`config.mk`:
```
export PLATFORM = sky130hd
export DESIGN_NAME = i2c_cmd_seq
export DESIGN_NICKNAME = d
export VERILOG_FILES = /design/src/rtl/i2c_cmd_seq_pkg.sv /design/src/rtl/i2c_cmd_seq_fifo.sv /design/src/rtl/i2c_cmd_seq_ctrl.sv /design/src/rtl/i2c_cmd_seq.sv
export SDC_FILE = /design/constraint.sdc
export NUM_CORES = 1
export LEC_CHECK = 0
export ABC_CLOCK_PERIOD_IN_PS = 3900
export BUFFER_PORTS_ARGS = -buffer_cell sky130_fd_sc_hd__buf_2
export CORE_ASPECT_RATIO = 1.5
export CORE_UTILIZATION = 45
export CTS_BUF_LIST = sky130_fd_sc_hd__clkbuf_2 sky130_fd_sc_hd__clkbuf_4 sky130_fd_sc_hd__clkbuf_8
export DETAILED_ROUTE_END_ITERATION = 8
export GPL_TIMING_DRIVEN = 0
export HOLD_SLACK_MARGIN = 0.05
export PLACE_DENSITY = 0.63
export SLEW_MARGIN = 20
export SYNTH_ARGS = -nofsm -noshare
export SYNTH_HDL_FRONTEND = slang
export SYNTH_SLANG_ARGS = --single-unit
```
`constraint.sdc`:
```
create_clock -name clk_i -period 3.9 [get_ports clk_i]
set_clock_uncertainty 0.2 [all_clocks]
set_input_delay 0.585 -clock clk_i [delete_from_list [all_inputs] [get_ports clk_i]]
set_output_delay 0.585 -clock clk_i [all_outputs]
set_load 0.005 [all_outputs]
```
`src/rtl/i2c_cmd_seq_pkg.sv`:
```
`timescale 1ns/1ps
package i2c_cmd_seq_pkg;
  localparam int CMD_W = 11;
  localparam int DW    = 13;
  localparam int AW    = 3;

  localparam logic [AW-1:0] A_CTRL   = 3'd0;
  localparam logic [AW-1:0] A_TARGET = 3'd1;
  localparam logic [AW-1:0] A_DATA   = 3'd2;
  localparam logic [AW-1:0] A_TXTHR  = 3'd3;
  localparam logic [AW-1:0] A_RXTHR  = 3'd4;
  localparam logic [AW-1:0] A_TXLVL  = 3'd5;
  localparam logic [AW-1:0] A_RXLVL  = 3'd6;
  localparam logic [AW-1:0] A_STAT   = 3'd7;

  localparam int C_READ    = 8;
  localparam int C_STOP    = 9;
  localparam int C_RESTART = 10;

  typedef enum logic [1:0] {SEQ_IDLE, SEQ_BUSY, SEQ_HOLD} seq_state_e;
endpackage

```
`src/rtl/i2c_cmd_seq_fifo.sv`:
```
`timescale 1ns/1ps
module i2c_cmd_seq_fifo #(
  parameter int DEPTH = 8,
  parameter int WIDTH = 8,
  localparam int CNT_W = $clog2(DEPTH + 1),
  localparam int PTR_W = (DEPTH > 1) ? $clog2(DEPTH) : 1
) (
  input  logic             clk_i,
  input  logic             rst_ni,
  input  logic             push_i,
  input  logic             pop_i,
  input  logic             flush_i,
  input  logic [WIDTH-1:0] wdata_i,
  output logic [WIDTH-1:0] rdata_o,
  output logic [CNT_W-1:0] cnt_o,
  output logic             full_o,
  output logic             empty_o
);
  logic [WIDTH-1:0] mem_q [DEPTH];
  logic [PTR_W-1:0] wr_ptr_q, rd_ptr_q;
  logic [CNT_W-1:0] cnt_q;
  logic do_push, do_pop;

  function automatic logic [PTR_W-1:0] ptr_inc(input logic [PTR_W-1:0] p);
    return (p == PTR_W'(DEPTH - 1)) ? '0 : p + 1'b1;
  endfunction

  assign full_o  = (cnt_q == CNT_W'(DEPTH));
  assign empty_o = (cnt_q == '0);
  assign do_push = push_i && !full_o && !flush_i;
  assign do_pop  = pop_i && !empty_o && !flush_i;
  assign rdata_o = mem_q[rd_ptr_q];
  assign cnt_o   = cnt_q;

  always_ff @(posedge clk_i) begin
    if (do_push) mem_q[wr_ptr_q] <= wdata_i;
  end

  always_ff @(posedge clk_i or negedge rst_ni) begin
    if (!rst_ni) begin
      wr_ptr_q <= '0;
      rd_ptr_q <= '0;
      cnt_q    <= '0;
    end else if (flush_i) begin
      wr_ptr_q <= '0;
      rd_ptr_q <= '0;
      cnt_q    <= '0;
    end else begin
      if (do_push) wr_ptr_q <= ptr_inc(wr_ptr_q);
      if (do_pop)  rd_ptr_q <= ptr_inc(rd_ptr_q);
      case ({do_push, do_pop})
        2'b10:   cnt_q <= cnt_q + 1'b1;
        2'b01:   cnt_q <= cnt_q - 1'b1;
        default: cnt_q <= cnt_q;
      endcase
    end
  end

  AST_FLUSH_EMPTIES: assert property (@(posedge clk_i) disable iff (!rst_ni)
    flush_i |=> (cnt_o == '0));
  AST_FULL_PUSH_DROPPED: assert property (@(posedge clk_i) disable iff (!rst_ni)
    (push_i && full_o && !pop_i && !flush_i) |=> (cnt_o == CNT_W'(DEPTH)));
  AST_EMPTY_POP_DROPPED: assert property (@(posedge clk_i) disable iff (!rst_ni)
    (pop_i && empty_o && !push_i && !flush_i) |=> (cnt_o == '0));
endmodule

```
`src/rtl/i2c_cmd_seq_ctrl.sv`:
```
`timescale 1ns/1ps
module i2c_cmd_seq_ctrl
  import i2c_cmd_seq_pkg::*;
(
  input  logic             clk_i,
  input  logic             rst_ni,
  input  logic             enable_i,
  input  logic             restart_en_i,
  input  logic [CMD_W-1:0] tx_head_i,
  input  logic             tx_empty_i,
  input  logic             rx_full_i,
  output logic             tx_pop_o,
  output logic             flush_o,
  output logic             rx_push_o,
  output logic             op_req_o,
  output logic             op_read_o,
  output logic [7:0]       op_wdata_o,
  output logic             op_start_o,
  output logic             op_restart_o,
  output logic             op_stop_o,
  input  logic             op_done_i,
  input  logic             op_abort_i,
  output logic             bus_hold_o
);
  seq_state_e state_q, state_d;
  logic       read_q, stop_q, start_q, restart_q;
  logic [7:0] wdata_q;
  logic       can_issue, done_ok;

  // a read waits for receive room; nothing moves while disabled
  assign can_issue = enable_i && !tx_empty_i && (state_q != SEQ_BUSY) &&
                     !(tx_head_i[C_READ] && rx_full_i);
  assign done_ok   = (state_q == SEQ_BUSY) && op_done_i;
  assign tx_pop_o  = can_issue;
  assign flush_o   = done_ok && op_abort_i;
  assign rx_push_o = done_ok && !op_abort_i && read_q;

  always_comb begin
    state_d = state_q;
    unique case (state_q)
      SEQ_IDLE, SEQ_HOLD: if (can_issue) state_d = SEQ_BUSY;
      SEQ_BUSY: if (op_done_i) state_d = (op_abort_i || stop_q) ? SEQ_IDLE : SEQ_HOLD;
      default: state_d = SEQ_IDLE;
    endcase
  end

  always_ff @(posedge clk_i or negedge rst_ni) begin
    if (!rst_ni) begin
      state_q   <= SEQ_IDLE;
      read_q    <= 1'b0;
      stop_q    <= 1'b0;
      start_q   <= 1'b0;
      restart_q <= 1'b0;
      wdata_q   <= '0;
    end else begin
      state_q <= state_d;
      if (can_issue) begin
        read_q    <= tx_head_i[C_READ];
        stop_q    <= tx_head_i[C_STOP];
        wdata_q   <= tx_head_i[7:0];
        start_q   <= (state_q == SEQ_IDLE);
        restart_q <= tx_head_i[C_RESTART] && restart_en_i && (state_q == SEQ_HOLD);
      end
    end
  end

  assign op_req_o     = (state_q == SEQ_BUSY);
  assign op_read_o    = read_q;
  assign op_wdata_o   = wdata_q;
  assign op_stop_o    = stop_q;
  assign op_start_o   = start_q;
  assign op_restart_o = restart_q;
  assign bus_hold_o   = (state_q == SEQ_HOLD);

  AST_REQ_HELD: assert property (@(posedge clk_i) disable iff (!rst_ni)
    (op_req_o && !op_done_i) |=> (op_req_o && $stable(op_wdata_o) && $stable(op_read_o) && $stable(op_stop_o)));
  AST_START_EXCL: assert property (@(posedge clk_i) disable iff (!rst_ni)
    op_req_o |-> !(op_start_o && op_restart_o));
  AST_HOLD_AFTER_NOSTOP: assert property (@(posedge clk_i) disable iff (!rst_ni)
    (op_req_o && op_done_i && !op_abort_i && !op_stop_o) |=> bus_hold_o);
  AST_READ_ROOM: assert property (@(posedge clk_i) disable iff (!rst_ni)
    (can_issue && tx_head_i[C_READ]) |=> !$past(rx_full_i));
  AST_NO_ISSUE_DISABLED: assert property (@(posedge clk_i) disable iff (!rst_ni)
    (!enable_i && !op_req_o) |=> !op_req_o);
endmodule

```
`src/rtl/i2c_cmd_seq.sv`:
```
`timescale 1ns/1ps
module i2c_cmd_seq
  import i2c_cmd_seq_pkg::*;
#(
  parameter int TX_DEPTH = 8,
  parameter int RX_DEPTH = 8,
  localparam int TX_CW = $clog2(TX_DEPTH + 1),
  localparam int RX_CW = $clog2(RX_DEPTH + 1)
) (
  input  logic          clk_i,
  input  logic          rst_ni,
  input  logic          reg_we_i,
  input  logic          reg_re_i,
  input  logic [AW-1:0] reg_addr_i,
  input  logic [DW-1:0] reg_wdata_i,
  output logic [DW-1:0] reg_rdata_o,
  output logic          tx_empty_o,
  output logic          rx_full_o,
  output logic          op_req_o,
  output logic          op_read_o,
  output logic [7:0]    op_wdata_o,
  output logic          op_start_o,
  output logic          op_restart_o,
  output logic          op_stop_o,
  output logic [9:0]    op_addr_o,
  output logic          op_addr10_o,
  input  logic          op_done_i,
  input  logic          op_abort_i,
  input  logic [7:0]    op_rdata_i,
  output logic          bus_hold_o
);
  logic             en_q, rst_en_q, ctl_ten_q, tgt_ten_q;
  logic [9:0]       tgt_addr_q;
  logic [TX_CW-1:0] tx_thr_q, tx_cnt;
  logic [RX_CW-1:0] rx_thr_q, rx_cnt;
  logic             st_over_q, st_under_q, st_abort_q;

  logic [CMD_W-1:0] tx_head;
  logic [7:0]       rx_head;
  logic tx_full, tx_empty, rx_full, rx_empty;
  logic tx_push, tx_pop, rx_pop, rx_push, flush;
  logic wr_ctrl, wr_tgt, wr_stat;

  assign wr_ctrl = reg_we_i && (reg_addr_i == A_CTRL);
  assign wr_tgt  = reg_we_i && (reg_addr_i == A_TARGET);
  assign wr_stat = reg_we_i && (reg_addr_i == A_STAT);
  assign tx_push = reg_we_i && (reg_addr_i == A_DATA);
  assign rx_pop  = reg_re_i && (reg_addr_i == A_DATA);

  i2c_cmd_seq_fifo #(.DEPTH(TX_DEPTH), .WIDTH(CMD_W)) i_tx_fifo (
    .clk_i, .rst_ni,
    .push_i(tx_push), .pop_i(tx_pop), .flush_i(flush),
    .wdata_i(reg_wdata_i[CMD_W-1:0]), .rdata_o(tx_head),
    .cnt_o(tx_cnt), .full_o(tx_full), .empty_o(tx_empty)
  );

  i2c_cmd_seq_fifo #(.DEPTH(RX_DEPTH), .WIDTH(8)) i_rx_fifo (
    .clk_i, .rst_ni,
    .push_i(rx_push), .pop_i(rx_pop), .flush_i(flush),
    .wdata_i(op_rdata_i), .rdata_o(rx_head),
    .cnt_o(rx_cnt), .full_o(rx_full), .empty_o(rx_empty)
  );

  i2c_cmd_seq_ctrl i_ctrl (
    .clk_i, .rst_ni,
    .enable_i(en_q), .restart_en_i(rst_en_q),
    .tx_head_i(tx_head), .tx_empty_i(tx_empty), .rx_full_i(rx_full),
    .tx_pop_o(tx_pop), .flush_o(flush), .rx_push_o(rx_push),
    .op_req_o, .op_read_o, .op_wdata_o, .op_start_o, .op_restart_o, .op_stop_o,
    .op_done_i, .op_abort_i, .bus_hold_o
  );

  always_ff @(posedge clk_i or negedge rst_ni) begin
    if (!rst_ni) begin
      en_q       <= 1'b0;
      rst_en_q   <= 1'b0;
      ctl_ten_q  <= 1'b0;
      tgt_ten_q  <= 1'b0;
      tgt_addr_q <= '0;
      tx_thr_q   <= '0;
      rx_thr_q   <= '0;
    end else begin
      if (wr_ctrl) begin
        en_q     <= reg_wdata_i[0];
        rst_en_q <= reg_wdata_i[1];
        if (!en_q) ctl_ten_q <= reg_wdata_i[2];
      end
      // addressing locked while enabled
      if (wr_tgt && !en_q) begin
        tgt_addr_q <= reg_wdata_i[9:0];
        tgt_ten_q  <= reg_wdata_i[12];
      end
      if (reg_we_i && reg_addr_i == A_TXTHR) tx_thr_q <= reg_wdata_i[TX_CW-1:0];
      if (reg_we_i && reg_addr_i == A_RXTHR) rx_thr_q <= reg_wdata_i[RX_CW-1:0];
    end
  end

  // sticky error flags, write-one-to-clear; a new event wins over the clear
  always_ff @(posedge clk_i or negedge rst_ni) begin
    if (!rst_ni) begin
      st_over_q  <= 1'b0;
      st_under_q <= 1'b0;
      st_abort_q <= 1'b0;
    end else begin
      st_over_q  <= (tx_push && tx_full && !flush) ||
                    (st_over_q && !(wr_stat && reg_wdata_i[0]));
      st_under_q <= (rx_pop && rx_empty && !flush) ||
                    (st_under_q && !(wr_stat && reg_wdata_i[1]));
      st_abort_q <= flush || (st_abort_q && !(wr_stat && reg_wdata_i[2]));
    end
  end

  always_comb begin
    reg_rdata_o = '0;
    unique case (reg_addr_i)
      A_CTRL:   reg_rdata_o = DW'({ctl_ten_q, rst_en_q, en_q});
      A_TARGET: reg_rdata_o = {tgt_ten_q, 2'b00, tgt_addr_q};
      A_DATA:   reg_rdata_o = rx_empty ? '0 : DW'(rx_head);
      A_TXTHR:  reg_rdata_o = DW'(tx_thr_q);
      A_RXTHR:  reg_rdata_o = DW'(rx_thr_q);
      A_TXLVL:  reg_rdata_o = DW'(tx_cnt);
      A_RXLVL:  reg_rdata_o = DW'(rx_cnt);
      A_STAT:   reg_rdata_o = DW'({st_abort_q, st_under_q, st_over_q});
      default:  reg_rdata_o = '0;
    endcase
  end

  assign tx_empty_o  = (tx_cnt <= tx_thr_q);
  assign rx_full_o   = (rx_cnt > rx_thr_q);
  assign op_addr_o   = tgt_addr_q;
  assign op_addr10_o = ctl_ten_q || tgt_ten_q;

  AST_TARGET_LOCKED: assert property (@(posedge clk_i) disable iff (!rst_ni)
    en_q |=> ($stable(tgt_addr_q) && $stable(tgt_ten_q) && $stable(ctl_ten_q)));
  AST_ABORT_FLAG: assert property (@(posedge clk_i) disable iff (!rst_ni)
    (op_req_o && op_done_i && op_abort_i) |=> (st_abort_q && !op_req_o && !bus_hold_o));
  AST_RX_FULL_WINDOW: assert property (@(posedge clk_i) disable iff (!rst_ni)
    (op_req_o && op_done_i && !op_abort_i && op_read_o && !rx_pop && !rx_full) |=> (rx_cnt != '0));
endmodule

```
### After elaboration in Yosys (flattened, before gate mapping)

Memories as Yosys holds them, arrays and structs flattened.
Index checks and enable logic that the tools add are counted.

| operators by class | value |
|---|---|
| bitwise gates (word level) | 1 |
| muxes and demuxes | 26 |
| order comparisons | 2 |
| reduce and logical (&&, ||, !) cells | 65 |
| add/sub/neg operators | 8 |
| equality and inequality tests | 22 |

Operators by type and width:

| operator | count |
|---|---|
| $pmux W13 S8 | 1 |
| $logic_and A1 B1 Y1 | 36 |
| $mux W3 | 12 |
| $eq A3 B3 Y1 const B | 8 |
| $pmux W4 S2 | 2 |
| $add A3 B1 Y3 const B | 4 |
| $logic_not A1 Y1 | 11 |
| $add A4 B1 Y4 const B | 2 |
| $eq A4 B4 Y1 const B | 2 |
| $logic_not A4 Y1 | 2 |
| $mux W4 | 2 |
| $mux W8 | 1 |
| $reduce_bool A2 Y1 | 4 |
| $sub A4 B1 Y4 const B | 2 |
| $eq A2 B1 Y1 const B | 3 |
| $eq A2 B2 Y1 const B | 3 |
| $eq A3 B2 Y1 const B | 2 |
| $mux W2 | 3 |
| $reduce_bool A3 Y1 | 2 |
| $logic_or A1 B1 Y1 | 5 |
| $gt A4 B4 Y1 | 1 |
| $le A4 B4 Y1 | 1 |
| $mux W1 | 4 |
| $ne A2 B1 Y1 const B | 2 |
| 8 further kinds | 9 |

| storage, ports and cells | value |
|---|---|
| output and inout bits | 40 |
| memory bits (writable) | 152 |
| word-level logic and storage cells | 148 |
| memories | 2 |
| flip-flop bits (word level) | 59 |

Memories:

| name | depth | bits a word | read ports | clocked after Yosys merged registers in | write ports | line | text |
|---|---|---|---|---|---|---|---|
| i_tx_fifo.mem_q | 8 | 11 | 1 | 0 | 1 | i2c_cmd_seq_fifo.sv:19 | `logic [WIDTH-1:0] mem_q [DEPTH];` |
| i_rx_fifo.mem_q | 8 | 8 | 1 | 0 | 1 | i2c_cmd_seq_fifo.sv:19 |  |

### Depth between registers and ports, before layout

| logic depth | value |
|---|---|
| depth after elaboration | 10 |
| mapped depth | 12 |
| gate-level depth less buffers | 10 |

### Cells and area by module

Synthesis repeated with hierarchy kept, for this count alone.

| unflattened totals | value |
|---|---|
| cell total of the unflattened synthesis | 578 |
| area, all modules | 9,484.1 um^2 |

By module, submodules not included:

| module | cells an instance | sequential area each (um^2) | area each (um^2) | times used |
|---|---|---|---|---|
| i2c_cmd_seq_fifo at i_tx_fifo | 208 | 2,892.8 | 4,053.9 | 1 |
| i2c_cmd_seq_fifo at i_rx_fifo | 171 | 2,172.1 | 3,120.5 | 1 |
| i2c_cmd_seq | 158 | 625.6 | 1,669.1 | 1 |
| i2c_cmd_seq_ctrl | 41 | 350.3 | 640.6 | 1 |

### Least setup slack after synthesis

No wires, ideal clock.

| timing path | value |
|---|---|
| kind | input-to-reg |
| start point | input port reg_addr_i[0] |
| end point | memory i_tx_fifo.mem_q[1][0] in the netlist's numbering, enable pin |
| setup time | 393 ps |
| setup slack | 648 ps |
| data required time | 3,307 ps |
| path buffers | 3 |
| data arrival time | 2,659 ps |
| stages on the path | 7 |
| cell sequence | clkbuf_1 -> nor3b_2 -> and3_1 -> clkbuf_1 -> buf_2 -> nand3_1 -> nor3_1 |

| on the way | value |
|---|---|
| cells in the longest elaborated chain, start to end | 6 |

Ends and longest elaborated chain:

| element | line | text |
|---|---|---|
| from (decl) | i2c_cmd_seq.sv:14 | `input logic [AW-1:0] reg_addr_i,` |
| $eq A3 B2 Y1 | i2c_cmd_seq.sv:47 | `assign tx_push = reg_we_i && (reg_addr_i == A_DATA);` |
| $logic_and A1 B1 Y1 | i2c_cmd_seq.sv:47 |  |
| $logic_and A1 B1 Y1 (2 in a row) | i2c_cmd_seq_fifo.sv:30 | `assign do_push = push_i && !full_o && !flush_i;` |
| $mux W1 | i2c_cmd_seq_fifo.sv:36 | `if (do_push) mem_q[wr_ptr_q] <= wdata_i;` |
| $mux W1 (implied by the code) | i2c_cmd_seq_fifo.sv:36 |  |
| to (decl) | i2c_cmd_seq_fifo.sv:19 |  |

No other way between the ends.

### Worst setup path in the final report

| timing path | value |
|---|---|
| start point | register i_rx_fifo.cnt_q[1], in the netlist i_rx_fifo.cnt_o[1] |
| end point | register i_tx_fifo.cnt_q[3], in the netlist i_tx_fifo.cnt_o[3] |

| on the way | value |
|---|---|
| cells in the longest elaborated chain, start to end | 9 |

Ends and longest elaborated chain:

| element | line | text |
|---|---|---|
| from (decl) | i2c_cmd_seq_fifo.sv:21 | `logic [CNT_W-1:0] cnt_q;` |
| from (signal assigned) | i2c_cmd_seq_fifo.sv:52 | `2'b10: cnt_q <= cnt_q + 1'b1;` |
| from (signal assigned) | i2c_cmd_seq_fifo.sv:53 | `2'b01: cnt_q <= cnt_q - 1'b1;` |
| from (signal assigned) | i2c_cmd_seq_fifo.sv:54 | `default: cnt_q <= cnt_q;` |
| $eq A4 B4 Y1 (*) | i2c_cmd_seq_fifo.sv:28 | `assign full_o = (cnt_q == CNT_W'(DEPTH));` |
| $logic_and A1 B1 Y1 (*) | i2c_cmd_seq_ctrl.sv:32 | `!(tx_head_i[C_READ] && rx_full_i);` |
| $logic_not A1 Y1 (*) | i2c_cmd_seq_ctrl.sv:32 |  |
| $logic_and A1 B1 Y1 (*) | i2c_cmd_seq_ctrl.sv:31 | `assign can_issue = enable_i && !tx_empty_i && (state_q != SEQ_BUSY) &&` |
| $logic_and A1 B1 Y1 (*) (2 in a row) | i2c_cmd_seq_fifo.sv:31 | `assign do_pop = pop_i && !empty_o && !flush_i;` |
| $eq A2 B1 Y1 or $eq A2 B2 Y1 (tied branches) | i2c_cmd_seq_fifo.sv:51 | `case ({do_push, do_pop})` |
| $pmux W4 S2 | i2c_cmd_seq_fifo.sv:51 |  |
| $mux W4 | i2c_cmd_seq_fifo.sv:44 | `end else if (flush_i) begin` |
| to (signal assigned) | i2c_cmd_seq_fifo.sv:52 |  |
| to (signal assigned) | i2c_cmd_seq_fifo.sv:53 |  |
| to (signal assigned) | i2c_cmd_seq_fifo.sv:54 |  |
| to (decl) | i2c_cmd_seq_fifo.sv:21 |  |

Mark *: on every way between the ends. The rest lies on a longest branch, timed or not.
A chain may end at the register's enable or synchronous reset.

==> results.toml <==
[cts]
cts_setup_buffers = 0
htreeDepth = 2
clk_path_buf_depth = 3
cts_made_buffers = 34
clkTransAtPathRegs_ps = 70
worstSkewPairLatency_ps = 530
numClockSinks = 211
cts_tree = "yes"
root_buffer = "clkbuf_8"

[yosys]
ys_seq_area_share_pct = 65.8
syn_area_per_cell_sq_um = 15.5
syn_inst = 593
synth_edf_count = 152
synth.distinct_cells = 58
syn_area_sq_um = 9180
ys_seq_elements = 211
synthArstFlopShare_pct = 28.0
yosysWarnings = 0
synth_flop_cell = "edfxtp_1"

[global_routing]
overflow = 0
grt_first_pass_wirelength_um = 32700
first_global_vias = 5842
grt.total_usage_pct = 20.7
grt_max_degree = 48
antenna_found_initial = 1

[floorplanning]
rows = 63
coreArea_sq_um = 19900
dieArea_sq_um = 21000
die_w_um = 119
start_util_pct = 46.2
pin_count = 70
fp.dieH_um = 177

[critical_path]
critPathSlowestCell = "or4b_1"
cp-start-kind = "flop"
cp_data_arrival_time_ps = 3760
path_cells = "or4b_1 > buf_2 > o21ai_0 > clkbuf_1 > nor2_1 > ha_1 > a21oi_1 > and2_1 > o211ai_1 > o2111ai_1 > nand3_1"
crit_path_max_fanout = 10
required_ps = 4110
cpPeakStageDelay_ps = 520
critPathBufInv = 2
crit_path_end_kind = "flop"
critPathTopFamily = "simple AND/OR/NAND/NOR gates"
critPathKind = "flop to flop"

[place]
port_buffers = 63
place.gp.congestion = 0.832
dp_hpwl_um = 14600

[min_path]
holdCritPathClass = "input port to flop"

[timing]
max_freq_mhz = 282
finalHoldViolCount = 0
rsz0062_at_grt = "no"
worst_pin_slew_ps = 1080
finalCritPeriodShare_pct = 91.0
setup_viol = 0
relSlewSlack_pct = 27.5
slew_viol_final = 0
fin_crit_ps = 3550

[cells_and_area]
final_common_cell = "edfxtp_1"
area_growth_pct = 16.3
final_net_count = 753
final_cell_mix = "edfxtp_1, buf_2, dfrtp_1"
utilization_pct = 53.8
drive_gt1_share_pct = 29.7
n_fill_cell = 1655

[route]
firstDrtPassIters = 5
vias = 5473
drc = 0
wirelength_um = 20700
vias_per_cell = 5.54
postRouteAntennaNets = 0
drt_iter0_markers = 378
wl_per_cell_um = 20.9

[power_and_ir_drop]
report.power.total_mw = 6.62
power_density_nw_per_um2 = 619
p_leak_nw = 3.98
ir_worst_vdd_v = 0.000332

[run_status]
status = "finished clean"

[run]
drv_cap = 0
==> sequential cells by signal (all words and copies together), names as in the netlist, 2 cells and up <==
signal,cells
i_ctrl.op_wdata_o,8
i_ctrl.state_q,2
i_rx_fifo.cnt_o,4
i_rx_fifo.mem_q,64
i_rx_fifo.rd_ptr_q,3
i_rx_fifo.wr_ptr_q,3
i_tx_fifo.cnt_o,4
i_tx_fifo.mem_q,88
i_tx_fifo.rd_ptr_q,3
i_tx_fifo.wr_ptr_q,3
op_addr_o,10
rx_thr_q,4
tx_thr_q,4
==> cells in the mapped netlist (all sizes together), types with 5 or more instances <==
library cell | n | share of area, %
xnor2 | 6 | 0.65
nand2b | 7 | 0.48
o31ai | 8 | 0.86
dfrtp | 59 | 16
o21a | 5 | 0.41
mux2i | 25 | 2.9
ha | 20 | 2.7
mux2 | 20 | 2.5
clkbuf | 17 | 0.69
mux4 | 39 | 9.6
nand2 | 56 | 2.3
nand3 | 13 | 0.71
nor3 | 12 | 0.65
edfxtp | 152 | 50
inv | 14 | 0.57
a21oi | 15 | 0.82
and3 | 6 | 0.46
o21ai | 27 | 1.5
nor2 | 23 | 0.94
buf | 15 | 0.91
nor2b | 6 | 0.41
==> cell type report <==
type / count / area, sq um / area share (%)
Antenna cell: 1 / 2.50 / 0.0234
Tap cell: 260 / 325 / 3.05
Clock buffer: 45 / 576 / 5.39
Timing Repair Buffer: 72 / 409 / 3.83
Sequential cell: 211 / 6040 / 56.6
Buffer: 32 / 148 / 1.38
Multi-Input combinational cell: 337 / 3000 / 28.0
Clock inverter: 16 / 133 / 1.24
Inverter: 14 / 52.6 / 0.492
==> logic make-up (layout without fill, tap and decap cells) <==
group / after synthesis / after routing / synth area share (%)
flip-flops: 211 / 211 / 65.8
AND/OR/NAND/NOR: 146 / 146 / 7.87
multiplexers: 84 / 84 / 14.9
AO/OA/AOI/OAI: 78 / 78 / 5.65
buffers and inverters: 46 / 179 / 2.18
adder cells (fa/ha/maj): 21 / 21 / 2.94
XOR/XNOR: 6 / 6 / 0.654
other: 1 / 3 / 0.0408
==> final timing paths <==
path / end / depth (start not counted) / startpoint / slack, ps
max: i_tx_fifo.cnt_o[3]$_DFFE_PN0P_ / 11 / i_rx_fifo.cnt_o[1]$_DFFE_PN0P_ / 350
min: tgt_ten_q$_DFFE_PN0P_ / 2 / reg_wdata_i[12] / 110
max reg2reg: i_tx_fifo.cnt_o[3]$_DFFE_PN0P_ / 11 / i_rx_fifo.cnt_o[1]$_DFFE_PN0P_ / 350
min reg2reg: i_ctrl.op_wdata_o[7]$_DFFE_PN0N_ / 2 / i_ctrl.op_wdata_o[7]$_DFFE_PN0N_ / 280
max in group asynchronous: op_addr_o[3]$_DFFE_PN0P_ / 3 / rst_ni / 2710
min in group asynchronous: i_tx_fifo.rd_ptr_q[0]$_DFFE_PN0P_ / 2 / rst_ni / 260
==> per-layer routing <==
metal | part of all wire, % | vias to the layer above | track usage [%]
met2 | 55 | 139 | 38.5
met5 | 0 | - | 0
met1 | 38 | 2793 | 23.0
met4 | 2.1 | 0 | 7.70
met3 | 4.1 | 34 | 4.45
li1 | - | 2507 | -
==> report_power, final <==
| group | switching (mW) | internal (mW) | leakage [nW] |
|---|---|---|---|
| clock | 0.871 | 1.10 | 0.368 |
| sequential | 0.239 | 2.64 | 2.10 |
| combinational | 0.932 | 0.832 | 1.51 |
| total | 2.04 | 4.57 | 3.98 |
==> repair_timing <==
| action | CTS | global route |
|---|---|---|
| hold endpoints to repair | 59 | 0 |
| hold buffers | 1 | 0 |
| resized for setup | 0 | 0 |
==> per-stage QoR <==
| step | TNS, ps | setup slack [ps] | hold WS (ps) | cells | area, sq um |
|---|---|---|---|---|---|
| global route | 0 | 24.3 | 81.3 | 988 | 10700 |
| detailed placement | 0 | 159 | 269 | 925 | 9960 |
| CTS | 0 | 327 | 80.4 | 987 | 10700 |
| global placement | -6790 | -311 | 257 | 917 | 9830 |
| floorplan | 0 | 648 | 89.4 | 594 | 9190 |
| finish | 0 | 350 | 105 | 988 | 10700 |
No activity file was read; power rests on OpenSTA's default activity.
